[src/rtl/eirq_pkg.sv]
package eirq_pkg;

    // Field positions inside a line configuration word; software decodes these.
    localparam int EN_BIT  = 16;
    localparam int LVL_BIT = 9;
    localparam int POL_BIT = 8;

    typedef struct packed {
        logic en;
        logic lvl;
        logic pol;
    } line_cfg_t;

endpackage

[src/rtl/eirq_sync.sv]
module eirq_sync #(
    parameter int WIDTH  = 2,
    parameter int STAGES = 2
) (
    input  logic             clk,
    input  logic             rst_n,
    input  logic [WIDTH-1:0] din,
    output logic [WIDTH-1:0] dout
);

    typedef logic [STAGES-1:0][WIDTH-1:0] chain_t;

    chain_t chain_d, chain_q;

    always_comb begin
        chain_d[0] = din;
        for (int k = 1; k < STAGES; k++) begin
            chain_d[k] = chain_q[k-1];
        end
    end

    always_ff @(posedge clk or negedge rst_n) begin
        if (!rst_n) chain_q <= '0;
        else        chain_q <= chain_d;
    end

    assign dout = chain_q[STAGES-1];

endmodule

[src/rtl/eirq_line.sv]
module eirq_line
    import eirq_pkg::*;
(
    input  logic      clk,
    input  logic      rst_n,
    input  logic      pin_sync_i,
    input  line_cfg_t cfg_i,
    output logic      corr_o,
    output logic      irq_o
);

    typedef struct packed {
        logic prev;
        logic out;
    } line_st_t;

    line_st_t st_d, st_q;
    logic     invert;
    logic     corr;

    always_comb begin
        // Active-low level and falling edge both need the pin flipped.
        invert    = cfg_i.pol ^ cfg_i.lvl;
        corr      = pin_sync_i ^ invert;
        st_d.prev = corr;
        if (!cfg_i.en) begin
            st_d.out = 1'b0;
        end else if (cfg_i.lvl) begin
            st_d.out = corr;
        end else begin
            st_d.out = corr & ~st_q.prev;
        end
    end

    always_ff @(posedge clk or negedge rst_n) begin
        if (!rst_n) st_q <= '0;
        else        st_q <= st_d;
    end

    assign corr_o = corr;
    assign irq_o  = st_q.out;

    // a masked line drives nothing in the following cycle
    p_mask_blocks_r3: assert property (@(posedge clk) disable iff (!rst_n)
        !cfg_i.en |=> !irq_o);

    // edge sensing never yields two high cycles back to back
    p_single_pulse_r8: assert property (@(posedge clk) disable iff (!rst_n)
        (irq_o && !cfg_i.lvl) |=> !irq_o);

    // in level sensing the output is high exactly when the pin matched the polarity bit
    p_level_polarity_r5: assert property (@(posedge clk) disable iff (!rst_n)
        (cfg_i.en && cfg_i.lvl) |=> (irq_o == ($past(pin_sync_i) == $past(cfg_i.pol))));

endmodule

[src/rtl/eirq_regs.sv]
module eirq_regs
    import eirq_pkg::*;
#(
    parameter int NUM_LINES = 2,
    parameter int ADDR_W    = 8,
    parameter int DATA_W    = 32
) (
    input  logic                           clk,
    input  logic                           rst_n,
    input  logic                           bus_sel,
    input  logic                           bus_wr,
    input  logic [ADDR_W-1:0]              bus_addr,
    input  logic [DATA_W-1:0]              bus_wdata,
    output logic [DATA_W-1:0]              bus_rdata,
    input  logic [NUM_LINES-1:0]           status_i,
    output line_cfg_t [NUM_LINES-1:0]      cfg_o
);

    localparam int WIDX_W = ADDR_W - 2;

    typedef struct packed {
        line_cfg_t [NUM_LINES-1:0] cfg;
    } regs_t;

    regs_t             regs_d, regs_q;
    logic              aligned;
    logic [WIDX_W-1:0] word_idx;

    function automatic logic [DATA_W-1:0] cfg_word(input line_cfg_t c);
        logic [DATA_W-1:0] w;
        w          = '0;
        w[EN_BIT]  = c.en;
        w[LVL_BIT] = c.lvl;
        w[POL_BIT] = c.pol;
        return w;
    endfunction

    assign aligned  = (bus_addr[1:0] == 2'b00);
    assign word_idx = bus_addr[ADDR_W-1:2];

    always_comb begin
        regs_d    = regs_q;
        bus_rdata = '0;
        if (bus_sel && aligned) begin
            if (word_idx == '0 && !bus_wr) begin
                bus_rdata[NUM_LINES-1:0] = status_i;
            end
            for (int i = 0; i < NUM_LINES; i++) begin
                if (word_idx == WIDX_W'(i + 1)) begin
                    if (bus_wr) begin
                        regs_d.cfg[i].en  = bus_wdata[EN_BIT];
                        regs_d.cfg[i].lvl = bus_wdata[LVL_BIT];
                        regs_d.cfg[i].pol = bus_wdata[POL_BIT];
                    end else begin
                        bus_rdata = cfg_word(regs_q.cfg[i]);
                    end
                end
            end
        end
    end

    always_ff @(posedge clk or negedge rst_n) begin
        if (!rst_n) regs_q <= '0;
        else        regs_q <= regs_d;
    end

    assign cfg_o = regs_q.cfg;

    for (genvar g = 0; g < NUM_LINES; g++) begin : g_wr_chk
        // a write to line g's word stores exactly the three field bits
        p_cfg_write_r2: assert property (@(posedge clk) disable iff (!rst_n)
            (bus_sel && bus_wr && bus_addr == ADDR_W'(4 * (g + 1)))
            |=> (cfg_o[g].en  == $past(bus_wdata[EN_BIT]) &&
                 cfg_o[g].lvl == $past(bus_wdata[LVL_BIT]) &&
                 cfg_o[g].pol == $past(bus_wdata[POL_BIT])));
    end

    // writes to the status word or outside the map leave every line's setup alone
    p_unmapped_write_r10: assert property (@(posedge clk) disable iff (!rst_n)
        (bus_sel && bus_wr &&
         (bus_addr[1:0] != 2'b00 || bus_addr[ADDR_W-1:2] == '0 ||
          bus_addr[ADDR_W-1:2] > WIDX_W'(NUM_LINES)))
        |=> $stable(regs_q));

    // reads outside the map return zero
    p_unmapped_read_r10: assert property (@(posedge clk) disable iff (!rst_n)
        (bus_sel && !bus_wr &&
         (bus_addr[1:0] != 2'b00 || bus_addr[ADDR_W-1:2] > WIDX_W'(NUM_LINES)))
        |-> bus_rdata == '0);

endmodule

[src/rtl/eirq_norm.sv]
module eirq_norm
    import eirq_pkg::*;
#(
    parameter int NUM_LINES   = 2,
    parameter int ADDR_W      = 8,
    parameter int DATA_W      = 32,
    parameter int SYNC_STAGES = 2
) (
    input  logic                 clk,
    input  logic                 rst_n,
    input  logic [NUM_LINES-1:0] pin_i,
    input  logic                 bus_sel,
    input  logic                 bus_wr,
    input  logic [ADDR_W-1:0]    bus_addr,
    input  logic [DATA_W-1:0]    bus_wdata,
    output logic [DATA_W-1:0]    bus_rdata,
    output logic [NUM_LINES-1:0] irq_o
);

    line_cfg_t [NUM_LINES-1:0] cfg;
    logic      [NUM_LINES-1:0] pin_sync;
    logic      [NUM_LINES-1:0] corr;

    eirq_sync #(
        .WIDTH  (NUM_LINES),
        .STAGES (SYNC_STAGES)
    ) u_sync (
        .clk  (clk),
        .rst_n(rst_n),
        .din  (pin_i),
        .dout (pin_sync)
    );

    eirq_regs #(
        .NUM_LINES(NUM_LINES),
        .ADDR_W   (ADDR_W),
        .DATA_W   (DATA_W)
    ) u_regs (
        .clk      (clk),
        .rst_n    (rst_n),
        .bus_sel  (bus_sel),
        .bus_wr   (bus_wr),
        .bus_addr (bus_addr),
        .bus_wdata(bus_wdata),
        .bus_rdata(bus_rdata),
        .status_i (corr),
        .cfg_o    (cfg)
    );

    for (genvar g = 0; g < NUM_LINES; g++) begin : g_line
        eirq_line u_line (
            .clk       (clk),
            .rst_n     (rst_n),
            .pin_sync_i(pin_sync[g]),
            .cfg_i     (cfg[g]),
            .corr_o    (corr[g]),
            .irq_o     (irq_o[g])
        );
    end

endmodule

[config.mk]
export PLATFORM = sky130hd
export DESIGN_NAME = eirq_norm
export DESIGN_NICKNAME = d
export VERILOG_FILES = /design/src/rtl/eirq_pkg.sv /design/src/rtl/eirq_sync.sv /design/src/rtl/eirq_line.sv /design/src/rtl/eirq_regs.sv /design/src/rtl/eirq_norm.sv
export SDC_FILE = /design/constraint.sdc
export NUM_CORES = 1
export LEC_CHECK = 0
export CAP_MARGIN = 15
export CORE_MARGIN = 10
export CORE_UTILIZATION = 32
export DETAILED_ROUTE_END_ITERATION = 10
export PLACE_DENSITY = 0.8
export SETUP_SLACK_MARGIN = 0.5
export SYNTH_ARGS = -nofsm -noshare
export SYNTH_HDL_FRONTEND = slang
export SYNTH_HIERARCHICAL = 1
export SYNTH_SLANG_ARGS = --single-unit
[constraint.sdc]
create_clock -name clk -period 2.4 [get_ports clk]
set_input_delay 0.24 -clock clk [delete_from_list [all_inputs] [get_ports clk]]
set_output_delay 0.24 -clock clk [all_outputs]
set_load 0.02 [all_outputs]
## Word level (Yosys, flattened, before mapping)

Cells that the tools add are included.

- Bits in registers: 14
- Input port bits: 46
- Word-level logic and storage cells: 39

- Eq/ne operators: 2
- Muxes and demuxes: 10
- Bitwise logic cells: 8
- Reductions and logical operators: 7

Operators by type and width:

| cell | count |
|---|---|
| $mux 32 | 4 |
| $mux 17 | 1 |
| $eq 6x1->1 const B | 1 |
| $eq 6x2->1 const B | 1 |
| $logic_not 6->1 | 1 |
| $reduce_and 3->1 | 2 |
| $mux 1 | 4 |
| $xor 1x1->1 | 4 |
| $and 1x1->1 | 2 |
| $logic_and 1x1->1 | 2 |
| $logic_not 2->1 | 1 |
| $mux 2 | 1 |
| $not 1->1 | 2 |
| $logic_not 1->1 | 1 |

## Depth between registers and ports, before layout

Gate-level depths: netlist (run 1).

- Word-level depth: 8
- Mapped depth: 3
- Gate-level depth less buffers: 3

## By module

The synthesis (run 1) kept the hierarchy.

Modules (own cells, without submodules):

| module | instances | cells each | area each (um^2) | seq. area each (um^2) |
|---|---|---|---|---|
| eirq_regs | 1 | 58 | 574.3 | 150.1 |
| eirq_line | 2 | 7 | 90.1 | 50.0 |
| eirq_sync | 1 | 4 | 100.1 | 100.1 |

## Worst setup path after synthesis (run 1)

No wires, ideal clock.

- Path kind: input to output
- Start: input bus_wr
- End: output bus_rdata[0]
- Data arrival time: 1.709 ns
- Required time: 2.160 ns
- Slack: 0.451 ns
- Stages: 3
- Buffers on the path: 0
- Cells stage by stage: or4b_4 -> nand2b_4 -> nor4b_1

- Word-level cells in the longest chain between the ends: 8

Ends and longest elaborated chain:

| item | RTL line | source |
|---|---|---|
| start: declaration | eirq_norm.sv:13 | `input logic bus_wr,` |
| $logic_not 1->1 | eirq_regs.sv:45 | `if (word_idx == '0 && !bus_wr) begin` |
| $logic_and 1x1->1 | eirq_regs.sv:45 |  |
| $mux 2 | eirq_regs.sv:45 |  |
| $mux 17 | eirq_regs.sv:50 | `if (bus_wr) begin` |
| $mux 32 | eirq_regs.sv:49 | `if (word_idx == WIDX_W'(i + 1)) begin` |
| $mux 32 | eirq_regs.sv:50 |  |
| $mux 32 (*) | eirq_regs.sv:49 |  |
| $mux 32 (*) | eirq_regs.sv:44 | `if (bus_sel && aligned) begin` |
| end: declaration | eirq_norm.sv:16 | `output logic [DATA_W-1:0] bus_rdata,` |

Mark *: on every way between the ends. The rest lies on a longest branch, timed or not.

## Final worst setup path (run 1)

- Start: input bus_addr[2]
- End: output bus_rdata[9]

- Word-level cells in the longest chain between the ends: 5
- Elaborated cells on any way between the ends: 6

Ends and longest elaborated chain:

| item | RTL line | source |
|---|---|---|
| start: declaration | eirq_norm.sv:14 | `input logic [ADDR_W-1:0] bus_addr,` |
| $eq 6x1->1 | eirq_regs.sv:49 |  |
| $mux 32 | eirq_regs.sv:49 |  |
| $mux 32 | eirq_regs.sv:50 |  |
| $mux 32 (*) | eirq_regs.sv:49 |  |
| $mux 32 (*) | eirq_regs.sv:44 |  |

Marks and branches as above.

==> results of run 1 <==
==> state kept, by name, indices dropped and copies added (netlist names) <==
name                 cells
g_line.u_line/irq_o      2
g_line.u_line/st_q       2
u_regs/cfg_o             6
u_sync/chain_d           2
u_sync/dout              2
==> per-stage QoR <==
stage	TNS [ns]	cells	instance area (sq um)	utilization [%]	hold WS, ns
after floorplan	0	102	952	-	-0.0556
after global placement	-0.308	130	1030	40.9	0.332
after detailed placement	-0.305	130	1030	40.9	0.335
after CTS	0	134	1080	42.8	0.353
after global routing	0	135	1120	44.3	0.363
final	0	135	1120	44.3	0.345
==> worst max-delay path, stage by stage <==
cell and delay (ns):
clkdlybuf4s50_1 0.63, nor2b_4 0.26, a22oi_1 0.09, nor2_1 0.09, clkdlybuf4s15_2 0.27
==> cells in the final DEF, fill, tap and decap left out, types with 2 or more instances in the layout <==
master,n
dfrtp_1,14
a21oi_1,2
nand3_1,4
nor4b_4,2
xnor2_1,2
clkdlybuf4s15_1,2
buf_4,7
nand3_2,2
or3b_1,2
mux2i_1,2
mux2_1,6
dlygate4sd2_1,3
clkbuf_4,3
clkdlybuf4s50_1,10
nand2_1,2
dlymetal6s2s_1,3
xnor2_2,2
conb_1,27
==> routing by layer <==
| metal | global-route usage, % | up-vias | wire [um] | share of wire (%) |
|---|---|---|---|---|
| li1 | - | 264 | - | - |
| met5 | 0 | - | 0 | 0 |
| met1 | 6.71 | 272 | 644 | 33 |
| met3 | 4.55 | 2 | 292 | 15 |
| met2 | 11.9 | 42 | 984 | 51 |
| met4 | 3.87 | 0 | 11 | 0.57 |
==> cell type report <==
type,instances,area share [%]
clock buffer,3,2.02
multi-input combinational,61,40.6
sequential,14,31.4
tap,30,3.36
timing repair buffer,27,22.6
==> worst max path at each step <==
stage / slack [ns] / start / end
detailed placement: -0.15 / bus_wr / bus_rdata[0]
finish: 0.57 / bus_addr[2] / bus_rdata[9]
floorplan: 0.45 / bus_wr / bus_rdata[0]
global route: 0.49 / bus_addr[2] / bus_rdata[16]
CTS: 0.51 / bus_addr[3] / bus_rdata[9]
global placement: -0.16 / bus_wr / bus_rdata[0]
==> cells by family after synthesis <==
kind of cell | Yosys count | share of synthesized area (%)
buf+inv | 27 | 23.7
compound gates | 3 | 2.05
simple gates | 19 | 18.4
other cells | 1 | 0.439
xor+xnor | 4 | 4.10
flops | 14 | 41.0
mux | 8 | 10.2
==> report_power, final <==
| group | leakage [nW] | internal [mW] | switching (mW) |
|---|---|---|---|
| registers | 0.181 | 0.244 | 0.00565 |
| clock network | 0.0138 | 0.0582 | 0.0742 |
| logic | 0.355 | 0.0362 | 0.0643 |
==> cells in the mapped netlist <==
cell,count
or4b_4,1
a21oi_1,2
mux2i_1,2
nand3_2,2
nor4_4,1
dfrtp_1,14
nor2_1,1
nor4b_1,2
or3b_1,2
mux2_1,6
xnor2_1,4
conb_1,1
nor2b_1,2
buf_4,27
nand3_1,4
nand2_1,2
nand2b_4,1
a22oi_1,1
nor4bb_1,1
==> timing repair <==
item	4_1_cts	5_1_grt
setup endpoints to repair	5	5
pin swaps	4	3
buffers inserted	1	1
gates resized for setup	35	8
hold endpoints to repair	0	0
==> impl_metrics.env, run 1 <==
export IMPL_n_antenna_cell=0
export IMPL_rsz0062_at_grt="true"
export IMPL_reg2reg_to="g_line[0].u_line/irq_o$_DFF_PN0_"
export IMPL_grtUsageTotal_pct=7.18
export IMPL_finalCritPeriodShare_pct=76.2
export IMPL_crit_arrival_ns=1.59
export IMPL_antenna_found_initial=0
export IMPL_cts_buffer_depth=2
export IMPL_end_kind="output pin"
export IMPL_h_tree_depth=1
export IMPL_register_area_sq_um=350
export IMPL_slew_headroom_pct=57.8
export IMPL_yosysUniqueCellTypes=19
export IMPL_hpwlAfterDp_um=1600
export IMPL_total_power_uw=483
export IMPL_die_h_um=71.7
export IMPL_cts_clk_slew_worst_paths_ns=0.08
export IMPL_grt_pass1_wl_um=3070
export IMPL_nNetsFinal=153
export IMPL_viasPerCell=4.30
export IMPL_dr_total_vias=580
export IMPL_period_needed_ns=1.83
export IMPL_drc=0
export IMPL_clk_latency_ns=0.28
export IMPL_crit_type="primary input to output pin"
export IMPL_die_area_sq_um=5140
export IMPL_hold_violations=0
export IMPL_multi_input_comb_area_sq_um=454
export IMPL_ir_drop_mv=0.273
export IMPL_finClkSkew_ns=0.00383
export IMPL_cap_violations=0
export IMPL_cts_hold_buf=0
export IMPL_synthToLayoutAreaGrowth_pct=30.7
export IMPL_tritoncts="yes"
export IMPL_cp_data_required_time_ns=2.16
export IMPL_dpl_worst_slack_ns=-0.153
export IMPL_synth_top_cell_by_area="dfrtp_1"
export IMPL_wl_per_cell_um=14.3
export IMPL_grt_pass1_vias=675
export IMPL_hold_class="primary input to async pin"
export IMPL_ys_seq_area_share_pct=41.0
export IMPL_p_leak_nw=0.550
export IMPL_status="completed"
export IMPL_io_pins=80
export IMPL_syn_avg_cell_area_sq_um=11.2
export IMPL_num_fill_cells=246
export IMPL_rows=18
export IMPL_synth_seq_cells=14
export IMPL_first_pass_iters=4
export IMPL_syn_area_sq_um=855
export IMPL_place_gp_congestion=0.824
export IMPL_setup_viol=0
export IMPL_grt_max_degree=15
export IMPL_r2r_start="u_regs/cfg_o[1]$_DFFE_PN0P_"
export IMPL_cts_sinks=14
export IMPL_synth_area_top_cells="dfrtp_1 (41%), buf_4 (24%), mux2_1 (7.9%)"
export IMPL_first_iter_violations=18
export IMPL_cts_root_buf="clkbuf_4"
export IMPL_power_density_nw_per_um2=432
export IMPL_ff2ff_setup_slack_ns=1.35
export IMPL_yosysWarnings=6
export IMPL_coreArea_sq_um=2520
export IMPL_synthCells=76
export IMPL_cts_buffers=3
export IMPL_max_freq_mhz=547
export IMPL_path_max_fanout=4
export IMPL_worstSetupStartpointType="primary input"
export IMPL_worstRegToRegCells=2
export IMPL_synth_top_area_share_pct=41.0
export IMPL_grt_overflow=0
export IMPL_drive_gt1_share_pct=21.9
export IMPL_die_w_um=71.7
export IMPL_worst_slack_ns=0.571
export IMPL_postRouteAntennaNets=0
export IMPL_initial_utilization_pct=33.9
export IMPL_slew_viol_final=0
export IMPL_wl_um=1930
export IMPL_portBuffers=23
export IMPL_tightest_slew_ns=0.631
Note: power is estimated with default switching activity, not from simulation.
==> run 2, diff against run 1 <==
CORE_UTILIZATION = 30   (was 32)
PLACE_DENSITY = 0.76   (was 0.8)
clock period = 1.8 ns   (was 2.4 ns; I/O delays follow)
==> impl_metrics.env, run 2 (synthesized netlist as in run 1, its figures left out) <==
export IMPL_worstSetupStartpointType="primary input"
export IMPL_finalCritPeriodShare_pct=90.9
export IMPL_crit_buf_inv=2
export IMPL_drc=0
export IMPL_final_util_pct=47.1
export IMPL_max_freq_mhz=611
export IMPL_tritoncts="yes"
export IMPL_cts_sinks=14
export IMPL_place_gp_congestion=0.756
export IMPL_postRouteAntennaNets=0
export IMPL_layout_common_cells="conb_1 (27), buf_4 (15), dfrtp_1 (14)"
export IMPL_grtUsageTotal_pct=7.53
export IMPL_cap_violations=0
export IMPL_tns_ns=0
export IMPL_antenna_found_initial=0
export IMPL_setup_viol=0
export IMPL_cts_clk_slew_worst_paths_ns=0.09
export IMPL_wl_met2_um=1330
export IMPL_crit_chain="buf_2 -> or4b_4 -> nand2b_4 -> nor4b_4 -> buf_4"
export IMPL_cts_buffer_depth=2
export IMPL_viasPerCell=4.17
export IMPL_cts_root_buf="clkbuf_4"
export IMPL_hold_violations=0
export IMPL_cts_hold_buf=0
export IMPL_io_pins=80
export IMPL_dr_total_vias=621
export IMPL_first_iter_violations=9
export IMPL_first_pass_iters=4
export IMPL_whs_ns=0.292
export IMPL_end_kind="output pin"
export IMPL_grt_pass1_wl_um=3200
export IMPL_slew_viol_final=0
export IMPL_die_area_sq_um=5380
export IMPL_die_h_um=73.4
export IMPL_die_w_um=73.4
export IMPL_finClkSkew_ns=0.00749
export IMPL_instances_no_fill=149
export IMPL_total_power_uw=711
export IMPL_ir_drop_mv=0.320
export IMPL_coreArea_sq_um=2730
export IMPL_wl_um=2290
export IMPL_ff2ff_setup_slack_ns=0.70
export IMPL_wl_per_cell_um=15.3
export IMPL_slowest_stage="or4b_4"
export IMPL_highest_layer="met4"
export IMPL_crit_type="primary input to output pin"
export IMPL_clk_latency_ns=0.28
export IMPL_synthToLayoutAreaGrowth_pct=50.7
export IMPL_power_density_nw_per_um2=552
export IMPL_cp_top_family="simple AND/OR/NAND/NOR gates"
export IMPL_met1Wirelength_um=621
export IMPL_hpwlAfterDp_um=1780
export IMPL_final_common_cell="conb_1"
export IMPL_hold_class="primary input to async pin"
export IMPL_grt_max_degree=15
export IMPL_n_antenna_cell=0
export IMPL_cp_data_required_time_ns=1.62
export IMPL_crit_arrival_ns=1.46
export IMPL_period_needed_ns=1.64
export IMPL_grt_pass1_vias=663
export IMPL_grt_overflow=0
export IMPL_path_max_fanout=3
export IMPL_placed_cells=142
export IMPL_nNetsFinal=165
export IMPL_h_tree_depth=1
export IMPL_p_leak_nw=0.624
export IMPL_initial_utilization_pct=31.3
export IMPL_portBuffers=23
export IMPL_rows=19
export IMPL_drive_gt1_share_pct=44.1
export IMPL_status="completed"
export IMPL_slew_headroom_pct=56.9
export IMPL_rsz0062_at_grt="true"
export IMPL_tightest_slew_ns=0.644
export IMPL_largest_reg_flops=6
export IMPL_wl_met3_um=305
export IMPL_slowest_delay_ns=0.54
export IMPL_cts_buffers=3
==> run 2: cell types whose count changed in the layout (fill, tap and decap cells not counted), moves of 3 or more <==
cell	previous run	this run
nand3_4	0	3
nand3_1	4	0
clkdlybuf4s50_1	10	6
buf_4	7	15
buf_6	0	5
clkbuf_2	0	4
==> run 2: per-stage QoR <==
stage | cell area, sq um | worst slack (ns)
after CTS | 1210 | 0.164
final | 1290 | 0.165
after global routing | 1290 | 0.0457
after detailed placement | 1150 | -0.608
after global placement | 1150 | -0.573
after floorplan | 982 | 0.334
==> run 2: worst paths after layout <==
| check | to | from | depth (start not counted) |
|---|---|---|---|
| min in group clk | u_sync/chain_d[3]$_DFF_PN0_ | pin_i[1] | 1 |
| worst max register to register | g_line[0].u_line/irq_o$_DFF_PN0_ | u_regs/cfg_o[1]$_DFFE_PN0P_ | 3 |
| worst min register to register | u_sync/dout[0]$_DFF_PN0_ | u_sync/chain_d[2]$_DFF_PN0_ | 0 |
| worst max-delay path | bus_rdata[0] | bus_addr[0] | 5 |
| worst min-delay path | g_line[1].u_line/irq_o$_DFF_PN0_ | rst_n | 1 |
| max in group asynchronous | u_regs/cfg_o[2]$_DFFE_PN0P_ | rst_n | 1 |
==> run 2: layout make-up <==
| type | count | area [sq um] |
|---|---|---|
| fill | 242 | 1450 |
| multi-input combinational | 61 | 536 |
| sequential | 14 | 350 |
| timing repair buffer | 39 | 327 |
| tap | 31 | 38.8 |
| clock buffer | 4 | 36.3 |
==> run 2: layer usage <==
layer	vias up	global-route usage [%]
met5	-	0
met4	0	1.86
met3	3	4.71
met2	34	13.9
met1	297	6.64
li1	287	-
==> run 2: where the power goes <==
part           internal (mW)  switching [mW]  leakage [nW]  total (mW)
Combinational         0.0596          0.0970         0.422       0.157
Sequential             0.325         0.00731         0.181       0.333
Clock                  0.123          0.0985        0.0210       0.222
Total                  0.508           0.203         0.624       0.711
==> run 2: timing repair <==
item	CTS	global route
resized for setup	53	26
setup buffers	3	0
endpoints found under the setup margin	13	11
pin swaps	5	3
